--- src/rtl/dsp_ptr_pkg.sv ---
package dsp_ptr_pkg;
    localparam int unsigned LOW_W  = 4;
    localparam int unsigned MASK_W = 4;

    typedef enum logic [1:0] {
        DPL_KEEP  = 2'd0,
        DPL_UP    = 2'd1,
        DPL_DOWN  = 2'd2,
        DPL_CLEAR = 2'd3
    } dpl_mode_e;
endpackage

--- src/rtl/dsp_dp_unit.sv ---
module dsp_dp_unit
    import dsp_ptr_pkg::*;
#(
    parameter int unsigned DP_W = 8
) (
    input  logic                clk,
    input  logic                rst_n,
    input  logic                op_valid,
    input  logic [1:0]          mode,
    input  logic [MASK_W-1:0]   mask,
    input  logic                load,
    input  logic [DP_W-1:0]     load_val,
    output logic [DP_W-1:0]     dp,
    output logic                low_zero,
    output logic                low_full
);
    localparam int unsigned HI_LSB = LOW_W;
    localparam int unsigned HI_MSB = LOW_W + MASK_W - 1;

    typedef struct packed {
        logic [DP_W-1:0] ptr;
    } dp_state_t;

    dp_state_t st_d, st_q;
    logic [DP_W-1:0]  base;
    logic [LOW_W-1:0] low_nxt;

    always_comb begin
        base = load ? load_val : st_q.ptr;
        unique case (dpl_mode_e'(mode))
            DPL_UP:    low_nxt = base[LOW_W-1:0] + LOW_W'(1);
            DPL_DOWN:  low_nxt = base[LOW_W-1:0] - LOW_W'(1);
            DPL_CLEAR: low_nxt = '0;
            default:   low_nxt = base[LOW_W-1:0];
        endcase
        st_d.ptr = base;
        if (op_valid) begin
            st_d.ptr[LOW_W-1:0]     = low_nxt;
            st_d.ptr[HI_MSB:HI_LSB] = base[HI_MSB:HI_LSB] ^ mask;
        end
    end

    always_ff @(posedge clk) begin
        if (!rst_n) st_q <= '0;
        else        st_q <= st_d;
    end

    assign dp       = st_q.ptr;
    assign low_zero = (st_q.ptr[LOW_W-1:0] == '0);
    assign low_full = (st_q.ptr[LOW_W-1:0] == '1);
endmodule

--- src/rtl/dsp_rp_unit.sv ---
module dsp_rp_unit #(
    parameter int unsigned RP_W = 10
) (
    input  logic             clk,
    input  logic             rst_n,
    input  logic             op_valid,
    input  logic             dec,
    input  logic             load,
    input  logic [RP_W-1:0]  load_val,
    output logic [RP_W-1:0]  rp
);
    typedef struct packed {
        logic [RP_W-1:0] ptr;
    } rp_state_t;

    rp_state_t st_d, st_q;
    logic [RP_W-1:0] base;

    always_comb begin
        base     = load ? load_val : st_q.ptr;
        st_d.ptr = (op_valid && dec) ? base - RP_W'(1) : base;
    end

    always_ff @(posedge clk) begin
        if (!rst_n) st_q <= '0;
        else        st_q <= st_d;
    end

    assign rp = st_q.ptr;
endmodule

--- src/rtl/dsp_ptr_update.sv ---
module dsp_ptr_update
    import dsp_ptr_pkg::*;
#(
    parameter int unsigned DP_W = 8,
    parameter int unsigned RP_W = 10,
    parameter int unsigned LD_W = 16
) (
    input  logic               clk,
    input  logic               rst_n,
    input  logic               op_valid,
    input  logic [1:0]         dpl_mode,
    input  logic [MASK_W-1:0]  dph_mask,
    input  logic               rp_dec,
    input  logic               dp_load,
    input  logic               rp_load,
    input  logic [LD_W-1:0]    ld_val,
    output logic [DP_W-1:0]    dp_addr,
    output logic [RP_W-1:0]    rp_addr,
    output logic               dpl_zero,
    output logic               dpl_full
);
    dsp_dp_unit #(.DP_W(DP_W)) u_dp (
        .clk      (clk),
        .rst_n    (rst_n),
        .op_valid (op_valid),
        .mode     (dpl_mode),
        .mask     (dph_mask),
        .load     (dp_load),
        .load_val (ld_val[DP_W-1:0]),
        .dp       (dp_addr),
        .low_zero (dpl_zero),
        .low_full (dpl_full)
    );

    dsp_rp_unit #(.RP_W(RP_W)) u_rp (
        .clk      (clk),
        .rst_n    (rst_n),
        .op_valid (op_valid),
        .dec      (rp_dec),
        .load     (rp_load),
        .load_val (ld_val[RP_W-1:0]),
        .rp       (rp_addr)
    );
endmodule

--- config.mk ---
export PLATFORM = sky130hd
export DESIGN_NAME = dsp_ptr_update
export DESIGN_NICKNAME = d
export VERILOG_FILES = /design/src/rtl/dsp_ptr_pkg.sv /design/src/rtl/dsp_dp_unit.sv /design/src/rtl/dsp_rp_unit.sv /design/src/rtl/dsp_ptr_update.sv
export SDC_FILE = /design/constraint.sdc
export NUM_CORES = 1
export LEC_CHECK = 0
export ABC_AREA = 1
export BUFFER_PORTS_ARGS = -buffer_cell sky130_fd_sc_hd__buf_4
export CAP_MARGIN = 15
export CORE_UTILIZATION = 40
export DETAILED_ROUTE_END_ITERATION = 12
export PLACE_DENSITY = 0.67
export REMOVE_ABC_BUFFERS = 1
export SLEW_MARGIN = 20
export SYNTH_ARGS = -nofsm -noshare
export SYNTH_HDL_FRONTEND = slang
export SYNTH_SLANG_ARGS = --single-unit
--- constraint.sdc ---
create_clock -name clk -period 1.8 [get_ports clk]
set_input_delay 0.09 -clock clk [delete_from_list [all_inputs] [get_ports clk]]
set_output_delay 0.09 -clock clk [all_outputs]
set_load 0.005 [all_outputs]
==> flow_summary_export.csv, run 1 <==
group,metric,value,unit
worst_setup_path,critPathArrivalTime,1.78,ns
timing,finalSetupViolCount,0,
cells_and_area,stdcell_count,294,
worst_setup_path,critPathLaunchType,"flip-flop",
cts,cts.root.buffer_cell,"clkbuf_4",
yosys,synth_compound_gate_area_share,15.3,%
cts,clk_path_buf_depth,2,
cts,cts_setup_buffers,0,
timing,finalClockSkew,0.00504,ns
drt,drt-total-wl,2.89,mm
drt,vias_per_cell,4.62,
pwr,p_seq_share,43.9,%
hold_path,min_from,"rst_n",
yosys,ys_seq_area_share,28.4,%
worst_setup_path,r2r_end,"u_dp.dp[3]",
cts,cts_tree,"yes",
cells_and_area,finish.instance_area,0.00165,sq mm
floorplanning,fp.dieW,58.3,microns
placement,dp_cells,290,
timing,finalMaxSlewViolations,0,
floorplanning,die-area,0.00340,sq mm
pwr,p_int,704,uW
yosys,synth_area_leaders,"dfxtp_1 28%, nand2_1 18%, inv_1 11%",
timing,post-route-period-util,88.1,%
yosys,synthAdderAreaFrac,6.51,%
timing,hold_viol,0,
cells_and_area,nNetsFinal,285,
worst_setup_path,worstPathRequired,1.99,ns
hold_path,hold_path.class,"in -> reg",
timing,max-slew-margin-rel,74.7,%
pwr,p_sw,323,uW
worst_setup_path,r2r_start,"u_dp.dp[2]",
cts,cts_hold_buf,0,
global_routing,grt_pass1_wl,4.90,mm
yosys,synth_area,0.00127,sq mm
drt,first_iter_violations,40,
worst_setup_path,end_kind,"flip-flop",
worst_setup_path,cp_max_fo,4,
yosys,yosys.area.top_type,"dfxtp_1",
yosys,synthXorXnorAreaFrac,0,%
drt,drt_pass1_iterations,4,
cells_and_area,diodes,0,
global_routing,antenna_found_initial,0,
global_routing,track_usage,18.8,%
yosys,synth_area_per_cell,6.13,sq um
drt,wl_per_cell,9.84,microns
placement,hpwl,2.24,mm
timing,fmax,631,MHz
yosys,synth_top_cell_area_share,28.4,%
pwr,max-vdd-ir-drop,0.000417,V
floorplanning,rows,20,
drt,route.detailed.drc,0,
cts,clk_latency,0.30,ns
drt,postRouteAntennaNets,0,
pwr,p_sw_share,31.4,%
yosys,synth.distinct_cells,25,
placement,place_area,0.00162,sq mm
cts,cts_num_sinks,18,
drt,num_vias,1357,
cts,numCtsBuffers,3,
pwr,p_per_area,622,mW/mm^2
timing,setup-tns-final,0,ns
cells_and_area,drive_gt1_share,23.2,%
pwr,combPwrFrac,31.0,%
yosys,yosys_most_used_dff,"dfxtp_1",
timing,rsz0062_at_grt,"false",
job,cap_violations,0,
yosys,synth_top_family_by_area,"simple AND/OR/NAND/NOR gates",
pwr,p_leak,0.913,nW
global_routing,overflow,0,
worst_setup_path,r2r_slack,0.21,ns
cts,clk_pin_slew,0.11,ns
pwr,p_clk_share,25.1,%
worst_setup_path,crit_start,"u_dp.dp[2]",
pwr,finalPower,1.03,mW
cts,htreeDepth,1,
status,outcome,"complete, no violations",
yosys,synth.area.mux_share,0.789,%
floorplanning,ios,48,
yosys,synth-simple-area-share,35.9,%
worst_setup_path,cp-endpoint,"u_dp.dp[3]",
timing,min_period,1.59,ns
yosys,synthTopCellsByCount,"60 x nand2_1, 36 x inv_1, 18 x dfxtp_1, 18 x nor2_1",
floorplanning,die_y,58.3,microns
floorplanning,initial_core_util,41.9,%
worst_setup_path,path_class,"reg -> reg",
yosys,synthCells,207,
placement,gp_congestion,0.742,
global_routing,grt_max_degree,14,
cells_and_area,syn2layout_area_growth,30.2,%
worst_setup_path,reg2reg_depth,8,
placement,port_buffers,41,
cells_and_area,final_util,54.5,%
yosys,synth_edf_count,0,
floorplanning,design.core.area,0.00303,sq mm
yosys,synthArstFlopShare,0,%
yosys,synth-seq-cells,18,
global_routing,grt_pass1_vias,1165,
yosys,synth.most_common_cell,"nand2_1",
timing,worst_pin_slew,0.378,ns
yosys,yosys_warnings,0,
cts,cts-resized-gates,0,
[routing by layer]
layer | global-route usage (%) | routed length (microns) | share of wire [%] | vias to the layer above
li1 | - | - | - | 735
met3 | 5.05 | 190 | 6.6 | 4
met2 | 31.5 | 1270 | 44 | 37
met1 | 24.0 | 1400 | 48 | 581
met5 | 0 | 0 | 0 | -
met4 | 5.10 | 31 | 1.1 | 0
[worst min-delay path by stage]
stage	to	slack [ns]	cells after the start
after floorplan	u_rp.rp[7]	0.21	2
after global placement	u_rp.rp[7]	0.41	3
after detailed placement	u_rp.rp[9]	0.42	3
after CTS	u_rp.rp[8]	0.08	3
after global routing	u_rp.rp[8]	0.08	3
final	u_rp.rp[8]	0.09	3
[critical path: stages, from the launching register on]
cell     delay (ns)
dfxtp_1        0.38
inv_1          0.05
o21ai_0        0.23
ha_1           0.32
a21o_1         0.20
a21oi_1        0.12
nand2_1        0.06
nand3_1        0.06
a21oi_1        0.06
[state kept, by name, indices dropped and copies added, names as in the netlist]
signal and flops:
u_rp.rp 10, u_dp.dp 8
[cells by family (layout without fill, tap and decap cells)]
group,after synthesis,after routing
and+or+nand+nor,106,106
buffers and inverters,41,84
AOI/OAI and AO/OA,35,35
DFF,18,18
adders and majority gates,6,6
muxes,1,1
[layout make-up]
| type | count | area (sq um) |
|---|---|---|
| Fill cell | 325 | 1380 |
| Multi-Input combinational cell | 148 | 742 |
| Sequential cell | 18 | 360 |
| Timing Repair Buffer | 42 | 315 |
| Inverter | 38 | 143 |
| Tap cell | 44 | 55.1 |
| Clock buffer | 4 | 36.3 |
[layout by cell type, fill, tap and decap left out]
cell,n
o21ai_2,1
inv_2,2
and2_1,1
mux2i_1,1
clkbuf_8,1
dfxtp_1,18
buf_4,42
fa_1,1
a211oi_1,1
nor4_1,1
nor2_4,1
nor2_2,1
nand3_2,1
inv_1,36
a21o_1,1
o21a_1,4
ha_1,5
nand2_2,6
clkbuf_4,3
nor3_1,8
a21oi_1,14
o21ai_0,14
nor2_1,18
nand2_1,60
nand3_1,9
[power by group through the flow]
stage,clock network [mW],logic [mW],registers [mW]
floorplan,0,0.179,0.462
global placement,0,0.316,0.461
detailed placement,0,0.320,0.461
CTS,0.268,0.322,0.452
global route,0.277,0.366,0.456
finish,0.257,0.319,0.451
[stage by stage]
stage               setup slack (ns)  hold WS [ns]
floorplan                      0.365         0.210
global placement               0.260         0.411
detailed placement             0.238         0.418
CTS                            0.209        0.0838
global route                  0.0606        0.0802
finish                         0.214        0.0880
(Power assumes the default switching activity.)
==> run 2: changes to the inputs <==
- CTS_BUF_LIST: not set -> sky130_fd_sc_hd__clkbuf_16
==> run 2 against run 1 <==
  * Fmax increased by 0.37%
  * Routed wire length grew 0.38%
  * Highest routed layer unchanged
  * Via count shrank 0.15%
  * Worst setup slack improved by 0.0059 ns
  * Non-clock buffer count unchanged
  * Largest power group is now clock
  * Largest cell class unchanged
==> flow_summary_export.csv, run 2 (synthesis gave the netlist of run 1 again) <==
group,metric,value,unit
drt,wl_per_cell,9.88,microns
floorplanning,die_y,58.3,microns
cts,clk_pin_slew,0.05,ns
placement,hpwl,2.24,mm
cts,cts_num_sinks,18,
cells_and_area,multiInputGateArea,742,sq um
hold_path,worstHoldPathCells,3,
cts,clk_path_buf_depth,2,
global_routing,grt_pass1_vias,1165,
drt,first_iter_violations,39,
worst_setup_path,cp_slowest_cell,"dfxtp_1",
worst_setup_path,critPathArrivalTime,1.71,ns
drt,drt_pass1_iterations,4,
worst_setup_path,worstPathRequired,1.93,ns
timing,rsz0062_at_grt,"false",
cells_and_area,diodes,0,
drt,drt-total-wl,2.91,mm
worst_setup_path,end_kind,"flip-flop",
drt,num_vias,1355,
global_routing,antenna_found_initial,0,
timing,max-slew-margin-rel,74.9,%
global_routing,grt_pass1_wl,4.92,mm
drt,postRouteAntennaNets,0,
worst_setup_path,critPathLaunchType,"flip-flop",
cells_and_area,largest_register_ffs,10,
timing,hold_viol,0,
floorplanning,ios,48,
cts,cts.root.buffer_cell,"clkbuf_16",
cts,numCtsBuffers,3,
cells_and_area,regArea,360,sq um
global_routing,grt_max_degree,14,
placement,pre_cts_slack,0.238,ns
cells_and_area,final_common_cell,"nand2_1",
worst_setup_path,cpMostUsedCell,"a21oi_1",
floorplanning,initial_core_util,41.9,%
cts,clk_latency,0.25,ns
floorplanning,die-area,0.00340,sq mm
job,cap_violations,0,
floorplanning,design.core.area,0.00303,sq mm
cts,cts_setup_buffers,0,
worst_setup_path,slowest_delay,0.36,ns
drt,route.detailed.drc,0,
cells_and_area,nNetsFinal,285,
cells_and_area,drive_gt1_share,22.8,%
pwr,p_leak,0.931,nW
pwr,p_per_area,724,mW/mm^2
worst_setup_path,reg2reg_depth,8,
placement,port_buffers,41,
drt,vias_per_cell,4.61,
cells_and_area,final_cell_mix,"60 x nand2_1, 42 x buf_4, 36 x inv_1, 18 x nor2_1, 18 x dfxtp_1",
worst_setup_path,critPathBufInv,1,
worst_setup_path,cp_cell_sequence,"inv_1 > o21ai_0 > ha_1 > a21o_1 > a21oi_1 > nand2_1 > nand3_1 > a21oi_1",
global_routing,track_usage,19.0,%
cts,htreeDepth,1,
timing,finalClockSkew,0.00184,ns
timing,worst_pin_slew,0.375,ns
worst_setup_path,crit_cells,8,
timing,fmax,633,MHz
status,outcome,"complete, no violations",
worst_setup_path,path_class,"reg -> reg",
floorplanning,fp.dieW,58.3,microns
worst_setup_path,crit_family,"compound AO/OA/AOI/OAI gates",
hold_path,hold_path.class,"in -> reg",
timing,post-route-period-util,87.8,%
timing,setup_ws,0.220,ns
cts,cts_hold_buf,0,
timing,finalSetupViolCount,0,
cells_and_area,nFillCells,320,
timing,finalMaxSlewViolations,0,
cts,cts-resized-gates,0,
cts,cts_tree,"yes",
placement,gp_congestion,0.742,
pwr,max-vdd-ir-drop,0.000493,V
timing,setup-tns-final,0,ns
floorplanning,rows,20,
cells_and_area,syn2layout_area_growth,33.5,%
worst_setup_path,cp_max_fo,4,
timing,min_period,1.58,ns
global_routing,overflow,0,
-- run 2: worst register-to-register path: cells and delay by family, from the launching register on --
family / cells / cell delay [ns]
flops: 1 / 0.36
fa+ha+maj: 1 / 0.32
buf+inv: 1 / 0.05
compound gates: 4 / 0.61
simple gates: 2 / 0.12
-- run 2: final timing paths --
check / from / endpoint / slack (ns)
worst max-delay path: u_dp.dp[2] / u_dp.dp[3] / 0.22
worst min-delay path: rst_n / u_rp.rp[7] / 0.15
worst max register to register: u_dp.dp[2] / u_dp.dp[3] / 0.22
worst min register to register: u_rp.rp[9] / u_rp.rp[9] / 0.60
-- run 2: power by group --
| group | internal (mW) | switching [mW] |
|---|---|---|
| Combinational | 0.150 | 0.169 |
| Sequential | 0.432 | 0.0200 |
| Clock | 0.296 | 0.159 |
-- run 2: layer usage --
| metal | GRT usage [%] | vias to the layer above | wire [microns] |
|---|---|---|---|
| met1 | 24.1 | 584 | 1410 |
| met3 | 4.40 | 5 | 149 |
| met4 | 7.14 | 0 | 41 |
| li1 | - | 733 | - |
| met5 | 0 | - | 0 |
| met2 | 31.5 | 33 | 1300 |
-- run 2: final cells by class --
type                    instances  area share (%)
repair buffers                 42            18.6
well taps                      44            3.25
flip-flops and latches         18            21.3
clock buffers                   3            4.43
inverters                      38            8.42
clock inverters                 1           0.222
multi-input cells             148            43.8
-- run 2: stage by stage --
step	power, mW	hold WS (ns)	area (sq um)	instances	util (%)
6_report	1.23	0.152	1690	294	56.0
5_1_grt	1.30	0.159	1690	294	56.0
4_1_cts	1.23	0.157	1690	294	56.0
3_5_place_dp	0.780	0.418	1620	290	53.3
3_3_place_gp	0.777	0.411	1620	290	53.3
2_1_floorplan	0.641	0.210	1240	204	-
